[src/rtl/brk_pkg.sv]
package brk_pkg;
    typedef enum logic [1:0] {
        SEL_HI   = 2'd0,
        SEL_LO   = 2'd1,
        SEL_CTRL = 2'd2,
        SEL_SYS  = 2'd3
    } reg_sel_e;

    localparam int CTRL_EN_BIT  = 7;
    localparam int CTRL_ACT_BIT = 6;
    localparam int SYS_BW_BIT   = 1;
endpackage

[src/rtl/brk_regs.sv]
module brk_regs #(
    parameter int DATA_W = 8
) (
    input  logic                  clk,
    input  logic                  rst_n,
    input  logic                  wr,
    input  logic [1:0]            sel,
    input  logic [DATA_W-1:0]     wdata,
    input  logic                  act_i,
    input  logic                  bw_i,
    output logic [2*DATA_W-1:0]   brk_addr,
    output logic                  en_o,
    output logic                  sw_start_o,
    output logic                  end_o,
    output logic                  bw_clr_o,
    output logic [DATA_W-1:0]     rdata
);
    import brk_pkg::*;

    typedef struct packed {
        logic [DATA_W-1:0] hi;
        logic [DATA_W-1:0] lo;
        logic              en;
    } regs_t;

    regs_t r_d, r_q;
    logic  wr_ctrl;

    always_comb begin
        r_d        = r_q;
        wr_ctrl    = wr && (sel == SEL_CTRL);
        sw_start_o = wr_ctrl && !act_i && wdata[CTRL_ACT_BIT] && wdata[CTRL_EN_BIT];
        end_o      = wr_ctrl && act_i && wdata[CTRL_ACT_BIT];
        bw_clr_o   = wr && (sel == SEL_SYS) && !wdata[SYS_BW_BIT];
        if (wr && sel == SEL_HI) r_d.hi = wdata;
        if (wr && sel == SEL_LO) r_d.lo = wdata;
        if (wr_ctrl)             r_d.en = wdata[CTRL_EN_BIT];
        rdata = '0;
        case (sel)
            SEL_HI:  rdata = r_q.hi;
            SEL_LO:  rdata = r_q.lo;
            SEL_CTRL: begin
                rdata[CTRL_EN_BIT]  = r_q.en;
                rdata[CTRL_ACT_BIT] = act_i;
            end
            default: rdata[SYS_BW_BIT] = bw_i;
        endcase
    end

    always_ff @(posedge clk or negedge rst_n) begin
        if (!rst_n) r_q <= '0;
        else        r_q <= r_d;
    end

    assign brk_addr = {r_q.hi, r_q.lo};
    assign en_o     = r_q.en;

    // a software start and an end never come from one write
    a_r7_start_end_exclusive: assert property (@(posedge clk) disable iff (!rst_n)
        !(sw_start_o && end_o));
endmodule

[src/rtl/brk_cmp.sv]
module brk_cmp #(
    parameter int DATA_W = 8
) (
    input  logic [2*DATA_W-1:0] addr,
    input  logic                valid,
    input  logic                en,
    input  logic [2*DATA_W-1:0] brk_addr,
    output logic                hit
);
    localparam int NBYTES = 2;

    logic [NBYTES-1:0] byte_eq;

    for (genvar g = 0; g < NBYTES; g++) begin : g_byte
        assign byte_eq[g] = (addr[g*DATA_W +: DATA_W] == brk_addr[g*DATA_W +: DATA_W]);
    end

    assign hit = en && valid && (&byte_eq);
endmodule

[src/rtl/brk_seq.sv]
module brk_seq (
    input  logic clk,
    input  logic rst_n,
    input  logic trig,
    input  logic insn_done,
    input  logic cpu_wait,
    input  logic end_req,
    input  logic bw_clr,
    output logic pend_o,
    output logic take_o,
    output logic act_o,
    output logic bw_o
);
    typedef struct packed {
        logic pend;
        logic act;
        logic bw;
    } seq_t;

    seq_t s_d, s_q;
    logic take;

    always_comb begin
        s_d  = s_q;
        take = s_q.pend && insn_done;
        if (s_q.pend)
            s_d.pend = !insn_done;
        else if (trig && !s_q.act)
            s_d.pend = 1'b1;
        if (take)
            s_d.act = 1'b1;
        else if (end_req)
            s_d.act = 1'b0;
        if (take && cpu_wait)
            s_d.bw = 1'b1;
        else if (bw_clr)
            s_d.bw = 1'b0;
    end

    always_ff @(posedge clk or negedge rst_n) begin
        if (!rst_n) s_q <= '0;
        else        s_q <= s_d;
    end

    assign pend_o = s_q.pend;
    assign take_o = take;
    assign act_o  = s_q.act;
    assign bw_o   = s_q.bw;

    // an accepted trigger leaves a pending request
    a_r3_trig_sets_req: assert property (@(posedge clk) disable iff (!rst_n)
        trig && !s_q.pend && !s_q.act |=> s_q.pend);
    // request held until the boundary strobe
    a_r4_req_held: assert property (@(posedge clk) disable iff (!rst_n)
        s_q.pend && !insn_done |=> s_q.pend);
    // a served request makes the break active
    a_r4_take_activates: assert property (@(posedge clk) disable iff (!rst_n)
        take |=> s_q.act && !s_q.pend);
    // no request while a break is active
    a_r5_no_req_when_active: assert property (@(posedge clk) disable iff (!rst_n)
        !(s_q.pend && s_q.act));
    // wait flag only rises from a take during wait
    a_r9_bw_source: assert property (@(posedge clk) disable iff (!rst_n)
        $rose(s_q.bw) |-> $past(take && cpu_wait));
endmodule

[src/rtl/brk_ctrl.sv]
module brk_ctrl #(
    parameter int          DATA_W      = 8,
    parameter logic [15:0] VEC_NORMAL  = 16'hFFFC,
    parameter logic [15:0] VEC_MONITOR = 16'hFEFC
) (
    input  logic                  clk,
    input  logic                  rst_n,
    input  logic [2*DATA_W-1:0]   cpu_addr,
    input  logic                  bus_valid,
    input  logic                  insn_done,
    input  logic                  cpu_wait,
    input  logic                  monitor_mode,
    input  logic                  reg_wr,
    input  logic [1:0]            reg_sel,
    input  logic [DATA_W-1:0]     reg_wdata,
    output logic [DATA_W-1:0]     reg_rdata,
    output logic                  brk_req,
    output logic                  swi_insert,
    output logic [15:0]           vector_addr,
    output logic                  wdog_hold
);
    localparam int ADDR_W = 2 * DATA_W;

    logic [ADDR_W-1:0] brk_addr;
    logic en, sw_start, end_req, bw_clr, hit, act, bw;

    brk_regs #(.DATA_W(DATA_W)) u_regs (
        .clk(clk), .rst_n(rst_n), .wr(reg_wr), .sel(reg_sel), .wdata(reg_wdata),
        .act_i(act), .bw_i(bw), .brk_addr(brk_addr), .en_o(en),
        .sw_start_o(sw_start), .end_o(end_req), .bw_clr_o(bw_clr), .rdata(reg_rdata)
    );

    brk_cmp #(.DATA_W(DATA_W)) u_cmp (
        .addr(cpu_addr), .valid(bus_valid), .en(en), .brk_addr(brk_addr), .hit(hit)
    );

    brk_seq u_seq (
        .clk(clk), .rst_n(rst_n), .trig(hit || sw_start), .insn_done(insn_done),
        .cpu_wait(cpu_wait), .end_req(end_req), .bw_clr(bw_clr),
        .pend_o(brk_req), .take_o(swi_insert), .act_o(act), .bw_o(bw)
    );

    assign vector_addr = monitor_mode ? VEC_MONITOR : VEC_NORMAL;
    assign wdog_hold   = act;

    // watchdog hold starts only after an inserted opcode
    a_r5_hold_after_swi: assert property (@(posedge clk) disable iff (!rst_n)
        $rose(wdog_hold) |-> $past(swi_insert));
    // hold ends only through a control write
    a_r8_hold_end_by_write: assert property (@(posedge clk) disable iff (!rst_n)
        $fell(wdog_hold) |-> $past(reg_wr && reg_sel == 2'd2));
endmodule

[config.mk]
export PLATFORM = sky130hd
export DESIGN_NAME = brk_ctrl
export DESIGN_NICKNAME = d
export VERILOG_FILES = /design/src/rtl/brk_pkg.sv /design/src/rtl/brk_regs.sv /design/src/rtl/brk_cmp.sv /design/src/rtl/brk_seq.sv /design/src/rtl/brk_ctrl.sv
export SDC_FILE = /design/constraint.sdc
export NUM_CORES = 1
export LEC_CHECK = 0
export BUFFER_PORTS_ARGS = -buffer_cell sky130_fd_sc_hd__buf_2
export CORE_MARGIN = 2
export CORE_UTILIZATION = 49
export CTS_BUF_LIST = sky130_fd_sc_hd__clkbuf_16
export DETAILED_ROUTE_END_ITERATION = 8
export PLACE_DENSITY = 0.91
export SYNTH_ARGS = -nofsm -noshare
export SYNTH_HDL_FRONTEND = slang
export SYNTH_SLANG_ARGS = --single-unit
[constraint.sdc]
create_clock -name clk -period 3.4 [get_ports clk]
set_input_delay 0.68 -clock clk [delete_from_list [all_inputs] [get_ports clk]]
set_output_delay 0.68 -clock clk [all_outputs]
set_load 0.02 [all_outputs]
==> summary.txt, run 1 <==
Floorplan
  • Die Height: 54.2 um
  • Core area: 2430 sq um
  • Die width: 54.2 um
  • IO Pins: 60
  • Initial core utilization: 50.7%
  • Total die area: 2930 sq um
  • Row Count: 18

Critical path
  • R2r startpoint: u_regs.brk_addr[15]$_DFFE_PN0P_
  • Kind of end point of the critical path: output pin
  • Reg2Reg Setup Slack: 1.96 ns
  • Critical Path Fanout Max: 14
  • Crit path DAT: 1.50 ns
  • CP Class: in -> out
  • CP Launch Point: reg_sel[0]
  • CP startpoint kind: input port
  • WP data required: 2.72 ns

Routing
  • Drt drc: 0
  • Post-route ant nets: 0
  • DR WL/cell: 13.8 um
  • Vias: 932
  • Via density per instance: 5.04
  • Drt pass-1 iters: 4
  • Iteration-0 DRC Markers: 8
  • Post-Route WL: 2.56 mm

Synth
  • Cells after synthesis: 113
  • Post-Synth Adder-Cell Area: 0%
  • Post-synthesis sequential area ratio: 40.6%
  • Ranking of synthesized cells by area: dfrtp_1, mux2_2, xnor2_1
  • Yosys cell types: 24
  • Synth Area in Compound Gates: 3.65%
  • Area leader, netlist: dfrtp_1
  • Primary FF master, synth: dfrtp_1
  • Mean Syn Cell Area: 10.9 sq um
  • Mux contribution to synthesized area: 22.0%
  • Xor and xnor area share after synthesis: 11.4%
  • Share of the synthesized area in the top cell type: 40.6%
  • Simple-gate area share of the yosys netlist: 11.2%
  • Ys async rst share: 100%
  • Combinational family with the most area after synthesis: multiplexers
  • YS warnings: 0
  • Seq cells post-synth: 20
  • Number of synthesized flops with an enable pin: 0
  • Post-Syn Area: 1230 sq um

Timing
  • RSZ-0062 raised after global routing: no
  • Worst setup margin: 1.22 ns
  • Finish-stage setup viols: 0
  • Sum of negative setup slack: 0 ns
  • Worst rel slew slack: 65.6%
  • FMAX: 458 MHz
  • Tightest Pin Transition: 0.516 ns
  • Post-route clock period utilization: 64.2%
  • Final min period: 2.18 ns
  • Slew Viols, Final: 0
  • Final Hold Fails: 0
  • Clk_skew: 0.00361 ns

Clocking
  • Worst-Skew Late Latency: 0.25 ns
  • Clock sink count: 20
  • Clk pin slew, worst setup/hold paths: 0.05 ns
  • Num CTS Buffers: 3
  • Postcts setup bufs: 0
  • Clock Tree Root: clkbuf_16
  • CTS max path bufs: 2
  • Cts repair resizes: 0
  • Cts hold-fix bufs: 0
  • H-tree levels: 1
  • CTS tree: yes

Power
  • P per Cell Area: 517 nW/um^2
  • Max IR drop VDD: 0.385 mV
  • LEAKAGE: 0.721 nW

Global route
  • Largest net degree at the start of global routing: 21
  • GRT Residual Overflow: 0
  • Initial antenna violation count: 0
  • First-pass GRT wire length: 4.00 mm
  • Vias in the first global route: 913
  • GRT Overall Usage: 19.3%

Min path
  • HP Class: in -> async

Status
  • Status: finished, final reports clean

Flow run
  • Max Cap Viol: 0

Finish
  • # diodes: 0
  • Area of the multi-input gates: 651 sq um
  • Fill count: 207
  • Reg area: 500 sq um
  • Final core utilization: 61.2%
  • Commonest cells after routing, fill and taps aside: buf_2, dfrtp_1, mux2_2
  • Commonest non-fill, non-tap cell in the layout: buf_2
  • Area added between synthesis and finish: 20.7%
  • Share of layout cells above drive strength 1: 41.9%
  • Final #Nets: 190

Placement
  • Detail Placement HPWL: 1.94 mm
  • Place WS: 1.23 ns
  • Number of buffers inserted by port buffering: 44
  • GPL Wtd Cong: 0.739
## synthesized netlist by cell type (2+ instances only)
master	n
o21ai_0	3
xnor2_1	16
conb_1	2
nor2_1	7
buf_2	2
mux2i_1	8
mux2_2	17
nand4_1	4
dfrtp_1	20
nor2b_1	2
nand3_1	2
nand2_1	4
buf_4	15
## state kept, by name (all words and copies together), names as in the netlist
name             cells
u_seq.bw_o           1
u_regs.brk_addr     16
u_regs.en_o          1
u_seq.act_o          1
u_seq.pend_o         1
## final cells by class
class	instances	area share (%)
Sequential cell	20	33.6
Clock buffer	3	5.05
Multi-Input combinational cell	87	43.7
Timing Repair Buffer	44	14.8
Tap cell	30	2.52
Inverter	1	0.252
## stage by stage
step                      instance area, sq um  power, mW  hold WS, ns  std cells
after floorplan                           1280      0.481        0.384        126
after global placement                    1410      0.527        0.485        182
after detailed placement                  1410      0.536        0.501        182
after CTS                                 1490      0.776        0.390        185
after global routing                      1490      0.813        0.410        185
final                                     1490      0.768        0.367        185
## report_power, final
group / switching (mW) / internal, mW
Clock: 0.0803 / 0.155
Combinational: 0.105 / 0.104
Sequential: 0.0418 / 0.282
Total: 0.227 / 0.542
## critical path, cell delays in order
cell and delay [ns]:
buf_2 0.33, mux2i_1 0.24, o21ai_0 0.09, buf_2 0.17
## routing by layer
metal	routed length [um]	track usage, %	share of wire, %	up-vias
li1	-	-	-	444
met4	15	6.25	0.59	0
met1	1080	24.7	42	436
met5	0	0	0	-
met2	1240	32.5	48	50
met3	230	3.89	9.0	2
## logic make-up (layout without fill, tap and decap cells)
logic type,Yosys count,count (layout)
compound gates,7,7
xor+xnor,16,16
buf+inv,19,48
flops,20,20
mux,25,25
other cells,2,15
simple gates,24,24
## path summary, 6_finish.rpt
kind                                                  endpoint  cells past startpoint
min in group clk                        u_seq.bw_o$_DFFE_PN0P_                      1
worst max-delay path                              reg_rdata[7]                      4
worst max register to register          u_seq.pend_o$_DFF_PN0_                      4
worst min-delay path            u_regs.brk_addr[4]$_DFFE_PN0P_                      1
worst min register to register          u_seq.bw_o$_DFFE_PN0P_                      1
max in group asynchronous       u_regs.brk_addr[7]$_DFFE_PN0P_                      1
(Power assumes the default switching activity.)
==> inputs of run 2 (changes only) <==
Settings changed: CORE_UTILIZATION 49 to 45, PLACE_DENSITY 0.91 to 0.85.
Clock period 3.4 ns to 2.1 ns, I/O delays scaled along.
==> summary.txt, run 2 (synthesis gave the netlist of run 1 again) <==
Status
  • Status: finished, final reports clean

Timing
  • Final min period: 1.69 ns
  • Worst hold margin: 0.106 ns
  • Post-route clock period utilization: 80.4%
  • Final Hold Fails: 0
  • Finish-stage setup viols: 0
  • Worst setup margin: 0.412 ns
  • Clk_skew: 0.00105 ns
  • Slew Viols, Final: 0
  • Sum of negative setup slack: 0 ns
  • RSZ-0062 raised after global routing: no
  • FMAX: 592 MHz

Global route
  • GRT Overall Usage: 17.7%
  • Largest net degree at the start of global routing: 21
  • Vias in the first global route: 940
  • Initial antenna violation count: 0
  • GRT Residual Overflow: 0
  • First-pass GRT wire length: 4.37 mm

Routing
  • Drt pass-1 iters: 4
  • Post-route ant nets: 0
  • Post-Route WL: 2.62 mm
  • Via density per instance: 4.93
  • Iteration-0 DRC Markers: 15
  • Vias: 917
  • DR WL/cell: 14.1 um
  • Drt drc: 0

Floorplan
  • Die Height: 56.3 um
  • Initial core utilization: 48.4%
  • Total die area: 3170 sq um
  • Row Count: 18
  • IO Pins: 60
  • Core area: 2540 sq um
  • Die width: 56.3 um

Placement
  • Number of buffers inserted by port buffering: 44
  • GPL Wtd Cong: 0.814
  • Place WS: 0.424 ns
  • Detail Placement HPWL: 2.09 mm

Power
  • LEAKAGE: 0.722 nW
  • P per Cell Area: 842 nW/um^2
  • Max IR drop VDD: 0.659 mV

Critical path
  • Kind of end point of the critical path: output pin
  • Reg2Reg Setup Slack: 0.65 ns
  • R2r startpoint: u_regs.brk_addr[14]$_DFFE_PN0P_
  • CP max-delay cell: buf_2
  • Worst R2R End: u_seq.pend_o$_DFF_PN0_
  • CP Class: in -> out
  • CP Capture Point: reg_rdata[1]
  • Slowest stage delay, CP: 0.33 ns
  • Crit path top cell by count: buf_2
  • R2R depth: 4
  • CP Launch Point: reg_sel[0]
  • Critical Path Fanout Max: 14
  • Worst path cell trace: buf_2, mux2i_1, o21ai_0, buf_2
  • Crit path DAT: 1.27 ns
  • CP startpoint kind: input port
  • WP data required: 1.68 ns

Clocking
  • Num CTS Buffers: 3
  • Clock sink count: 20
  • Clk pin slew, worst setup/hold paths: 0.05 ns
  • H-tree levels: 1
  • CTS max path bufs: 2
  • Cts repair resizes: 0
  • Worst-Skew Late Latency: 0.25 ns
  • Postcts setup bufs: 0
  • Cts hold-fix bufs: 0
  • CTS tree: yes
  • Clock Tree Root: clkbuf_16

Finish
  • Max reg flops: 16
  • Area added between synthesis and finish: 21.0%
  • Final #Nets: 190
  • Fill count: 225
  • Commonest non-fill, non-tap cell in the layout: buf_2
  • Final core utilization: 58.6%
  • # diodes: 0
  • Share of layout cells above drive strength 1: 41.7%
  • Commonest cells after routing, fill and taps aside: buf_2, dfrtp_1, mux2_2

Flow run
  • Max Cap Viol: 0

Min path
  • HP Class: in -> async
==> run 2: final cells by class <==
type	instances	area [sq um]	area share (%)
multi-input cells	87	651	43.6
flip-flops and latches	20	500	33.6
repair buffers	44	220	14.8
clock buffers	3	75.1	5.03
well taps	30	37.5	2.52
clock inverters	1	3.75	0.252
inverters	1	3.75	0.252
==> run 2: how the worst min path moves through the flow <==
stage | from | to | slack [ns]
2_1_floorplan | rst_n | u_regs.brk_addr[0]$_DFFE_PN0P_ | 0.12
3_3_place_gp | rst_n | u_regs.brk_addr[12]$_DFFE_PN0P_ | 0.38
3_5_place_dp | rst_n | u_regs.brk_addr[13]$_DFFE_PN0P_ | 0.39
4_1_cts | rst_n | u_regs.brk_addr[13]$_DFFE_PN0P_ | 0.12
5_1_grt | rst_n | u_regs.brk_addr[13]$_DFFE_PN0P_ | 0.14
6_report | rst_n | u_regs.brk_addr[13]$_DFFE_PN0P_ | 0.11
==> run 2: per-stage QoR <==
| stage | cell area [sq um] | power [mW] | cells |
|---|---|---|---|
| after global routing | 1490 | 1.33 | 186 |
| after floorplan | 1280 | 0.779 | 126 |
| final | 1490 | 1.26 | 186 |
| after detailed placement | 1410 | 0.876 | 182 |
| after CTS | 1490 | 1.26 | 186 |
| after global placement | 1410 | 0.856 | 182 |
==> run 2: metal layers <==
layer  up-vias  routed length, um  track usage (%)
met4         0                  8             5.78
li1        440                  -                -
met2        48               1250             29.2
met5         -                  0                0
met1       427               1150             23.0
met3         2                209             3.92
==> run 2: power by group <==
group | leakage (nW) | switching (mW) | total (mW) | internal [mW]
Sequential | 0.241 | 0.0689 | 0.526 | 0.457
Clock | 0.0385 | 0.135 | 0.388 | 0.253
Combinational | 0.443 | 0.173 | 0.342 | 0.169
Total | 0.722 | 0.377 | 1.26 | 0.879
==> run 2: critical path, delay by kind of cell <==
kind	cells	cell delay, ns
buf+inv	2	0.53
compound gates	1	0.19
mux	1	0.12
==> inputs of run 3 (changes only) <==
Clock period 2.1 ns to 1.7 ns, I/O delays scaled along.
==> summary.txt, run 3 (synthesis gave the netlist of run 1 again) <==
Power
  • Comb power frac: 27.4%
  • LEAKAGE: 0.733 nW
  • Clock share of power: 31.2%
  • Sequential Power Share: 41.4%
  • Max IR drop VDD: 0.853 mV
  • P per Cell Area: 1040 nW/um^2
  • Int Power: 1.09 mW
  • Switch Pwr: 482 uW
  • Sw Share: 30.7%
  • Total power: 1.57 mW

Placement
  • Detail Placement HPWL: 2.13 mm
  • GPL Wtd Cong: 0.770
  • Place WS: 0.122 ns
  • DP Cell Count: 184
  • Number of buffers inserted by port buffering: 44

Floorplan
  • Die Height: 56.3 um
  • Total die area: 3170 sq um
  • IO Pins: 60
  • Core area: 2540 sq um
  • Row Count: 18
  • Initial core utilization: 48.4%
  • Die width: 56.3 um

Clocking
  • Num CTS Buffers: 3
  • Worst-Skew Late Latency: 0.25 ns
  • Clk pin slew, worst setup/hold paths: 0.06 ns
  • Postcts setup bufs: 0
  • CTS max path bufs: 2
  • Cts repair resizes: 0
  • Clock sink count: 20
  • H-tree levels: 1
  • Cts hold-fix bufs: 0
  • CTS tree: yes
  • Clock Tree Root: clkbuf_16

Routing
  • Drt drc: 0
  • Vias: 971
  • DR WL/cell: 14.9 um
  • Post-route ant nets: 0
  • Iteration-0 DRC Markers: 25
  • Post-Route WL: 2.80 mm
  • Via density per instance: 5.16
  • Drt pass-1 iters: 4

Global route
  • GRT Overall Usage: 18.7%
  • First-pass GRT wire length: 4.56 mm
  • GRT Residual Overflow: 0
  • Initial antenna violation count: 0
  • Vias in the first global route: 955
  • Largest net degree at the start of global routing: 21

Critical path
  • CP max-delay cell: buf_2
  • Critical Path Fanout Max: 14
  • Crit path DAT: 1.19 ns
  • Worst path cell trace: buf_2, nor2b_1, nand2_1, o21ai_0, buf_2
  • Kind of end point of the critical path: output pin
  • Slowest stage delay, CP: 0.26 ns
  • CP delay by family, top: buffers and inverters
  • Crit path top cell by count: buf_2
  • WP data required: 1.36 ns
  • CP Class: in -> out
  • CP startpoint kind: input port
  • Worst path bufs/invs: 2

Finish
  • Share of layout cells above drive strength 1: 42.4%
  • Final #Nets: 192
  • Finished Layout Cells: 188
  • Area added between synthesis and finish: 22.2%
  • Commonest cells after routing, fill and taps aside: buf_2, dfrtp_1, mux2_2
  • Max reg flops: 16
  • Commonest non-fill, non-tap cell in the layout: buf_2
  • # diodes: 0

Flow run
  • Max Cap Viol: 0

Timing
  • Final min period: 1.53 ns
  • FMAX: 653 MHz
  • Worst setup margin: 0.169 ns
  • Finish-stage setup viols: 0
  • RSZ-0062 raised after global routing: no
  • Slew Viols, Final: 0
  • Post-route clock period utilization: 90.1%
  • Worst hold margin: 0.0265 ns
  • Sum of negative setup slack: 0 ns
  • Clk_skew: 0.00234 ns
  • Final Hold Fails: 0

Status
  • Status: finished, final reports clean

Min path
  • HP Class: in -> async
==> run 3: cell count changes in the layout (fill, tap and decap cells not counted) <==
cell	change
buf_4	+2
==> run 3: stage by stage <==
step	util [%]	instance area, sq um
finish	59.2	1510
global route	59.2	1510
CTS	59.2	1510
detailed placement	56.1	1430
global placement	56.1	1430
floorplan	-	1280
==> run 3: area by class of cell <==
cell class | count | area (sq um)
well taps | 30 | 37.5
clock buffers | 3 | 75.1
clock inverters | 1 | 3.75
repair buffers | 46 | 235
flip-flops and latches | 20 | 500
inverters | 1 | 3.75
fillers | 205 | 1040
multi-input cells | 87 | 651
==> run 3: worst paths after layout <==
check,startpoint,end,slack [ns],cells after the start
max,reg_sel[1],reg_rdata[7],0.17,5
min,rst_n,u_regs.brk_addr[12]$_DFFE_PN0P_,0.03,1
max reg2reg,u_regs.brk_addr[14]$_DFFE_PN0P_,u_seq.pend_o$_DFF_PN0_,0.23,4
min reg2reg,u_seq.bw_o$_DFFE_PN0P_,u_seq.bw_o$_DFFE_PN0P_,0.50,1
max in group asynchronous,rst_n,u_regs.brk_addr[15]$_DFFE_PN0P_,1.36,1
min in group clk,cpu_wait,u_seq.bw_o$_DFFE_PN0P_,0.31,2
==> run 3: metal layers <==
metal | track usage, % | part of all wire [%]
met5 | 0 | 0
met4 | 6.80 | 1.2
met3 | 3.00 | 7.6
met2 | 31.4 | 49
met1 | 24.3 | 42
==> run 3: worst reg2reg max path, cell delays in order (launching register included) <==
cell	delay, ns
dfrtp_1	0.39
xnor2_1	0.18
nand4_1	0.14
or4_1	0.54
o21ai_1	0.13
==> run 3: power by group through the flow <==
stage	clock, mW	sequential, mW	combinational (mW)
after global routing	0.518	0.662	0.466
final	0.490	0.651	0.430
after CTS	0.498	0.651	0.433
after global placement	0	0.648	0.410
after detailed placement	0	0.658	0.426
after floorplan	0	0.642	0.320
